[config.mk]
export PLATFORM = sky130hd
export DESIGN_NAME = txn_inflight_table
export DESIGN_NICKNAME = d
export VERILOG_FILES = /design/src/rtl/txn_pkg.sv /design/src/rtl/txn_first_set.sv /design/src/rtl/txn_cam_match.sv /design/src/rtl/txn_rr_pick.sv /design/src/rtl/txn_scoreboard.sv /design/src/rtl/txn_inflight_table.sv
export SDC_FILE = /design/constraint.sdc
export NUM_CORES = 2
export LEC_CHECK = 0
export BUFFER_PORTS_ARGS = -buffer_cell sky130_fd_sc_hd__buf_4
export CAP_MARGIN = 20
export CORE_ASPECT_RATIO = 1.4
export CORE_MARGIN = 5
export CORE_UTILIZATION = 40
export CTS_BUF_LIST = sky130_fd_sc_hd__clkbuf_8
export CTS_CLUSTER_SIZE = 24
export DETAILED_ROUTE_END_ITERATION = 7
export PLACE_DENSITY = 0.59
export REMOVE_ABC_BUFFERS = 1
export SYNTH_ARGS = -nofsm -noshare
export SYNTH_HDL_FRONTEND = slang
export SYNTH_SLANG_ARGS = --single-unit
[constraint.sdc]
create_clock -name clk -period 20.1 [get_ports clk]
set_clock_uncertainty 0.1 [all_clocks]
set_input_delay 3.015 -clock clk [delete_from_list [all_inputs] [get_ports clk]]
set_output_delay 3.015 -clock clk [all_outputs]
set_load 0.02 [all_outputs]
[src/rtl/txn_pkg.sv]
package txn_pkg;
  typedef enum logic [2:0] {
    ST_FREE   = 3'd0,
    ST_PEND   = 3'd1,
    ST_WAIT   = 3'd2,
    ST_ISSUED = 3'd3,
    ST_DONE   = 3'd4
  } ent_state_e;

  typedef enum logic [1:0] {
    DK_ALLOC  = 2'd0,
    DK_SERIAL = 2'd1,
    DK_MERGE  = 2'd2,
    DK_REJECT = 2'd3
  } dec_kind_e;

  // class to resource: spread classes evenly over resources
  function automatic int unsigned cls2res(input int unsigned cls,
                                          input int unsigned ncls,
                                          input int unsigned nres);
    return (cls * nres) / ncls;
  endfunction
endpackage

[src/rtl/txn_first_set.sv]
module txn_first_set #(
  parameter int N  = 32,
  parameter int IW = $clog2(N)
) (
  input  logic [N-1:0]  vec,
  output logic          hit,
  output logic [IW-1:0] idx
);
  always_comb begin
    hit = 1'b0;
    idx = '0;
    for (int i = N - 1; i >= 0; i--) begin
      if (vec[i]) begin
        hit = 1'b1;
        idx = IW'(i);
      end
    end
  end
endmodule

[src/rtl/txn_cam_match.sv]
module txn_cam_match #(
  parameter int N      = 32,
  parameter int ADDR_W = 16,
  parameter int IW     = $clog2(N)
) (
  input  logic [ADDR_W-1:0]        key,
  input  logic [N-1:0][ADDR_W-1:0] addrs,
  input  logic [N-1:0]             tail_vec,
  input  logic [N-1:0]             issued_vec,
  output logic                     tail_hit,
  output logic [IW-1:0]            tail_idx,
  output logic                     iss_hit,
  output logic [IW-1:0]            iss_idx
);
  logic [N-1:0] eq, t_eq, i_eq;

  for (genvar g = 0; g < N; g++) begin : g_cmp
    assign eq[g]   = (addrs[g] == key);
    assign t_eq[g] = eq[g] & tail_vec[g];
    assign i_eq[g] = eq[g] & issued_vec[g];
  end

  txn_first_set #(.N(N), .IW(IW)) u_tail (.vec(t_eq), .hit(tail_hit), .idx(tail_idx));
  txn_first_set #(.N(N), .IW(IW)) u_iss  (.vec(i_eq), .hit(iss_hit),  .idx(iss_idx));
endmodule

[src/rtl/txn_rr_pick.sv]
module txn_rr_pick #(
  parameter int N  = 32,
  parameter int IW = $clog2(N)
) (
  input  logic [N-1:0]  req,
  input  logic [IW-1:0] ptr,
  output logic          gnt_vld,
  output logic [IW-1:0] gnt_idx
);
  logic [N-1:0]  upper;
  logic          up_hit, any_hit;
  logic [IW-1:0] up_idx, any_idx;

  for (genvar g = 0; g < N; g++) begin : g_mask
    assign upper[g] = req[g] & (IW'(g) >= ptr);
  end

  txn_first_set #(.N(N), .IW(IW)) u_up  (.vec(upper), .hit(up_hit),  .idx(up_idx));
  txn_first_set #(.N(N), .IW(IW)) u_all (.vec(req),   .hit(any_hit), .idx(any_idx));

  assign gnt_vld = any_hit;
  assign gnt_idx = up_hit ? up_idx : any_idx;
endmodule

[src/rtl/txn_scoreboard.sv]
module txn_scoreboard #(
  parameter int N_RES = 3,
  parameter int RW    = $clog2(N_RES)
) (
  input  logic             clk,
  input  logic             rst,
  input  logic             set_vld,
  input  logic [RW-1:0]    set_res,
  input  logic [N_RES-1:0] release_vec,
  output logic [N_RES-1:0] busy
);
  logic [N_RES-1:0] set_1h;

  always_comb begin
    set_1h = '0;
    if (set_vld) set_1h[set_res] = 1'b1;
  end

  always_ff @(posedge clk) begin
    if (rst) busy <= '0;
    else     busy <= (busy & ~release_vec) | set_1h;
  end

  // a grant never lands on a resource that is already held
  a_r8_no_double_book: assert property (@(posedge clk) disable iff (rst)
    set_vld |-> !busy[set_res]);
endmodule

[src/rtl/txn_inflight_table.sv]
module txn_inflight_table
  import txn_pkg::*;
#(
  parameter int N_ENT   = 32,
  parameter int ADDR_W  = 16,
  parameter int N_CLASS = 5,
  parameter int N_RES   = 3,
  parameter int COH_W   = 2,
  localparam int IDX_W  = $clog2(N_ENT),
  localparam int CLS_W  = $clog2(N_CLASS),
  localparam int RES_W  = $clog2(N_RES)
) (
  input  logic              clk,
  input  logic              rst,
  input  logic              in_valid,
  input  logic              in_is_resp,
  input  logic [ADDR_W-1:0] in_addr,
  input  logic [CLS_W-1:0]  in_class,
  input  logic [COH_W-1:0]  in_coh,
  input  logic              ret_valid,
  input  logic [IDX_W-1:0]  ret_idx,
  input  logic [N_RES-1:0]  res_release,
  output logic              dec_valid,
  output logic [1:0]        dec_kind,
  output logic [IDX_W-1:0]  dec_idx,
  output logic [COH_W-1:0]  dec_coh,
  output logic              iss_valid,
  output logic [IDX_W-1:0]  iss_idx,
  output logic [CLS_W-1:0]  iss_class,
  output logic [ADDR_W-1:0] iss_addr
);
  function automatic logic [RES_W-1:0] res_of(input logic [CLS_W-1:0] c);
    return RES_W'(cls2res(int'(c), N_CLASS, N_RES));
  endfunction

  // entry storage
  ent_state_e                    ent_st  [N_ENT];
  logic [N_ENT-1:0][ADDR_W-1:0]  ent_addr;
  logic [CLS_W-1:0]              ent_cls [N_ENT];
  logic [COH_W-1:0]              ent_coh [N_ENT];
  logic [IDX_W-1:0]              ent_dep [N_ENT];
  logic [N_ENT-1:0]              ent_tail;

  // issue pipeline stage 1 and pointer
  logic              s1_vld;
  logic [IDX_W-1:0]  s1_idx;
  logic [RES_W-1:0]  s1_res;
  logic [IDX_W-1:0]  rr_ptr;
  logic [N_RES-1:0]  sb_busy;

  logic [N_ENT-1:0]  live_vec, issued_vec, elig;

  for (genvar g = 0; g < N_ENT; g++) begin : g_vec
    logic [RES_W-1:0] r;
    assign r             = res_of(ent_cls[g]);
    assign live_vec[g]   = (ent_st[g] != ST_FREE);
    assign issued_vec[g] = (ent_st[g] == ST_ISSUED);
    // exclude the pick in flight and its resource (committed next edge)
    assign elig[g] = (ent_st[g] == ST_PEND) && !sb_busy[r] &&
                     !(s1_vld && ((s1_idx == IDX_W'(g)) || (s1_res == r)));
  end

  // lookup and free slot
  logic             t_hit, m_hit, f_hit;
  logic [IDX_W-1:0] t_idx, m_idx, f_idx;

  txn_cam_match #(.N(N_ENT), .ADDR_W(ADDR_W), .IW(IDX_W)) u_cam (
    .key(in_addr), .addrs(ent_addr), .tail_vec(ent_tail), .issued_vec(issued_vec),
    .tail_hit(t_hit), .tail_idx(t_idx), .iss_hit(m_hit), .iss_idx(m_idx));

  txn_first_set #(.N(N_ENT), .IW(IDX_W)) u_free (
    .vec(~live_vec), .hit(f_hit), .idx(f_idx));

  // issue pick
  logic             pk_vld;
  logic [IDX_W-1:0] pk_idx;

  txn_rr_pick #(.N(N_ENT), .IW(IDX_W)) u_pick (
    .req(elig), .ptr(rr_ptr), .gnt_vld(pk_vld), .gnt_idx(pk_idx));

  txn_scoreboard #(.N_RES(N_RES), .RW(RES_W)) u_sb (
    .clk(clk), .rst(rst), .set_vld(s1_vld), .set_res(s1_res),
    .release_vec(res_release), .busy(sb_busy));

  // decision
  logic       ret_ok, chain, do_alloc, do_serial, do_merge;
  dec_kind_e  dk;

  always_comb begin
    ret_ok    = ret_valid && (ent_st[ret_idx] == ST_DONE);
    chain     = t_hit && !(ret_ok && (ret_idx == t_idx));
    do_alloc  = 1'b0;
    do_serial = 1'b0;
    do_merge  = 1'b0;
    dk        = DK_REJECT;
    if (in_valid && in_is_resp) begin
      if (m_hit) begin
        do_merge = 1'b1;
        dk       = DK_MERGE;
      end
    end else if (in_valid && f_hit) begin
      if (chain) begin
        do_serial = 1'b1;
        dk        = DK_SERIAL;
      end else begin
        do_alloc = 1'b1;
        dk       = DK_ALLOC;
      end
    end
  end

  always_ff @(posedge clk) begin
    if (rst) begin
      for (int i = 0; i < N_ENT; i++) begin
        ent_st[i]  <= ST_FREE;
        ent_cls[i] <= '0;
        ent_coh[i] <= '0;
        ent_dep[i] <= '0;
      end
      ent_addr  <= '0;
      ent_tail  <= '0;
      s1_vld    <= 1'b0;
      s1_idx    <= '0;
      s1_res    <= '0;
      rr_ptr    <= '0;
      dec_valid <= 1'b0;
      dec_kind  <= '0;
      dec_idx   <= '0;
      dec_coh   <= '0;
      iss_valid <= 1'b0;
      iss_idx   <= '0;
      iss_class <= '0;
      iss_addr  <= '0;
    end else begin
      // retire and wake dependants
      if (ret_ok) begin
        ent_st[ret_idx]   <= ST_FREE;
        ent_tail[ret_idx] <= 1'b0;
        for (int i = 0; i < N_ENT; i++) begin
          if (ent_st[i] == ST_WAIT && ent_dep[i] == ret_idx) ent_st[i] <= ST_PEND;
        end
      end
      // stage 2: commit last cycle's pick
      iss_valid <= s1_vld;
      if (s1_vld) begin
        ent_st[s1_idx] <= ST_ISSUED;
        iss_idx        <= s1_idx;
        iss_class      <= ent_cls[s1_idx];
        iss_addr       <= ent_addr[s1_idx];
      end
      // stage 1: pick
      s1_vld <= pk_vld;
      if (pk_vld) begin
        s1_idx <= pk_idx;
        s1_res <= res_of(ent_cls[pk_idx]);
        rr_ptr <= (pk_idx == IDX_W'(N_ENT - 1)) ? '0 : pk_idx + 1'b1;
      end
      // incoming transaction
      dec_valid <= in_valid;
      dec_kind  <= dk;
      dec_idx   <= do_merge ? m_idx : ((do_alloc || do_serial) ? f_idx : '0);
      dec_coh   <= do_merge ? ent_coh[m_idx] : '0;
      if (do_alloc || do_serial) begin
        ent_st[f_idx]   <= do_serial ? ST_WAIT : ST_PEND;
        ent_addr[f_idx] <= in_addr;
        ent_cls[f_idx]  <= in_class;
        ent_coh[f_idx]  <= in_coh;
        ent_dep[f_idx]  <= t_idx;
        ent_tail[f_idx] <= 1'b1;
        if (do_serial) ent_tail[t_idx] <= 1'b0;
      end
      if (do_merge) ent_st[m_idx] <= ST_DONE;
    end
  end

  // outputs idle on the edge after reset
  a_r1_idle_after_reset: assert property (@(posedge clk)
    rst |=> !iss_valid && !dec_valid);

  // every stage-1 pick is issued on the following edge
  a_r7_pick_commits: assert property (@(posedge clk) disable iff (rst)
    s1_vld |=> iss_valid && (iss_idx == $past(s1_idx)));

  // the pick stage never repeats the entry still in flight
  a_r8_no_repick: assert property (@(posedge clk) disable iff (rst)
    s1_vld |=> !(s1_vld && (s1_idx == $past(s1_idx))));

  // an issued entry holds its resource in the scoreboard
  a_r6_res_held: assert property (@(posedge clk) disable iff (rst)
    iss_valid |-> sb_busy[res_of(iss_class)]);
endmodule

==> results.tsv <==
metric	value	unit
cp_max_fo	30	
die_h	507.2	µm
p_leak	28.22	nW
num-nets-final	7774	
crit_path_top_delay_cell	nor4_1	
post_cts_buffers	0	
root_buffer	clkbuf_8	
setup_ws	8.278	ns
ios	69	
clock_power_share	0.269	
cts_resized	0	
wirelength	284.6	mm
worstSetupPathType	register to register	
drive_above_1_share	0.1089	
ir_worst_vdd	115.9	µV
worst_hold_path_type	register to register	
rr_worst_depth	42	
synth_mux_area_frac	0.07465	
syn2layout_area_growth	9.199	%
cts_hold_buf	0	
rsz0062_at_grt	false	
synth_adder_area_share	0.08053	
cap_violations	0	
synth_top_area_cell	edfxtp_1	
yosys.area_share.simple	0.1542	
finalMaxSlewViolations	0	
synth-seq-area-share	0.3455	
async_flop_share	0	
end_kind	register	
synthCells	7397	
grt.overflow.total	0	
p_switching	2.805	mW
grtUsageTotal	0.2975	
synth-xor-area-share	0.09576	
startpoint	ent_cls[6][1]$_SDFFCE_PN0P_	
portBuffers	68	
place.gp.congestion	1.019	
core	175600	µm²
rows	182	
hold_violations	0	
max_freq	84.59	MHz
period_share	0.5881	
combinationalPowerShare	0.396	
htree_levels	4	
synth.top_cell.area_share	0.1769	
antenna_found_initial	15	
synth_edf_count	416	
clk_pin_slew	0.07	ns
synth_area	70630	µm²
num_vias	61760	
grt_pass1_vias	61030	
clock_latency	0.95	ns
cts_made_buffers	167	
yosys_most_used_dff	dfxtp_1	
initial_core_util	0.4023	
synth.area.top_cells	edfxtp_1, dfxtp_1, xnor2_1, a22o_1, ha_1	
hpwl	207.9	mm
grt_max_degree	108	
p_seq_frac	0.336	
synth_compound_area_frac	0.2025	
outcome	complete, no violations	
cpPeakStageDelay	0.75	ns
path_common_cell	ha_1	
swShare	0.4066	
die_area	185200	µm²
power	6.899	mW
internal_power	4.094	mW
synth_top_family_by_area	compound AO/OA/AOI/OAI gates	
finalCriticalPeriod	11.82	ns
ys_seq_elements	1011	
reg2reg_from	ent_cls[6][1]$_SDFFCE_PN0P_	
power_density	89.45	nW/µm²
die_w	365.1	µm
n_fill_cell	17020	
syn_area_per_cell	9.549	µm²
first_pass_iters	6	
drtIter0Drc	5961	
clockBufferDepth	3	
reg2reg_slack	8.28	ns
hold_start	s1_idx[3]$_SDFFE_PP0P_	
place_ws	8.535	ns
vias_per_cell	6.325	
cp_data_required_time	20.81	ns
setup_violations	0	
ant_nets	0	
drc	0	
grt_pass1_wl	409.7	mm
hold_depth	2	
yosysWarnings	0	
fin_tns_setup	0	ns
synthDistinctLibCells	110	
slew_headroom	0.1556	
crit_arrival	12.53	ns
worst_pin_slew	1.255	ns
cp-start-kind	register	
cts.sinks	1011	
cts_tree	yes	
routedWlPerCell	29.15	µm
==> power groups by stage <==
stage                     combinational, mW  clock [mW]  sequential, mW
after CTS                              2.68        1.87            2.31
after floorplan                        1.66           0            2.42
after global placement                 2.69           0            2.36
after global routing                   2.91        1.96            2.32
final                                  2.73        1.85            2.32
after detailed placement               2.66           0            2.36
==> kinds of logic after synthesis <==
kind of cell | Yosys count
buffers and inverters | 871
XOR/XNOR | 762
multiplexers | 306
flip-flops | 1011
AND/OR/NAND/NOR | 2108
adder cells (fa/ha/maj) | 415
AO/OA/AOI/OAI | 1924
==> cell type report <==
class / count / area [µm²] / area share
sequential: 1011 / 24410 / 0.3165
clock buffer: 195 / 2684 / 0.03480
inverter: 387 / 1455 / 0.01887
timing repair buffer: 243 / 1936 / 0.02510
antenna: 5 / 12.51 / 0.0001622
tap: 2300 / 2878 / 0.03731
clock inverter: 108 / 624.3 / 0.008095
multi-input combinational: 5515 / 43130 / 0.5592
==> synth_stat cells, types with 62 or more instances <==
library cell and count:
mux4_2 174, a22o_1 521, a31oi_1 73, nand2_1 414, and2_1 149, dfxtp_1 595, o21ai_0 260, mux2i_1 121
edfxtp_1 416, clkbuf_1 406, nor2_1 540, fa_1 66, and3_1 129, xnor2_1 697, nor3_1 122, a21oi_1 266
inv_1 365, a211oi_1 68, nand3_1 116, ha_1 349, nand4_1 182, o211ai_1 91, nand2b_1 62
==> per-stage QoR <==
| step | utilization | cell area [µm²] | hold WS [ns] | instances |
|---|---|---|---|---|
| finish | 0.4393 | 77130 | 0.3790 | 9764 |
| floorplan | - | 68780 | 0.3664 | 6913 |
| global route | 0.4393 | 77120 | 0.4033 | 9760 |
| global placement | 0.4194 | 73640 | 0.3709 | 9445 |
| detailed placement | 0.4198 | 73710 | 0.3641 | 9449 |
| CTS | 0.4387 | 77020 | 0.3746 | 9752 |
==> registers in the layout (all words and copies together), names as in the netlist, 16 cells and up <==
name and flops:
ent_tail 32, ent_addr 512, iss_addr 16, ent_cls 96, ent_st 96, ent_coh 64, ent_dep 160
==> cell usage in the layout (no fill, tap or decap), drive strengths merged, types with 91 or more instances in the layout <==
cell type and n:
xnor2 699, dfxtp 595, nor2 541, a22o 521, inv 446, edfxtp 416, nand2 414, ha 349
o21ai 282, a21oi 279, buf 242, clkbuf 196, nand4 182, mux4 175, and2 151, and3 129
nor3 123, mux2i 121, nand3 116, o211ai 91
==> critical path: cells and delay by family, from the launching register on <==
family | cells | cell delay, ns
adder cells (fa/ha/maj) | 7 | 2.35
AO/OA/AOI/OAI | 17 | 3.70
multiplexers | 2 | 0.91
buffers and inverters | 4 | 0.76
AND/OR/NAND/NOR | 10 | 2.68
XOR/XNOR | 2 | 0.66
flip-flops | 1 | 0.54
==> final timing paths <==
kind | endpoint
max | s1_res[0]$_SDFFE_PP0P_
min | s1_idx[3]$_SDFFE_PP0P_
max reg2reg | s1_res[0]$_SDFFE_PP0P_
min reg2reg | s1_idx[3]$_SDFFE_PP0P_
==> layer usage <==
metal  GRT usage  vias to the layer above  wire length, µm
met4      0.2286                        4            26780
met2      0.5010                     3089           135500
met1      0.3364                    30450           102400
met5           0                        -               27
met3     0.04840                      969            19910
li1            -                    27250                -
No activity file was read; power rests on OpenSTA's default activity.
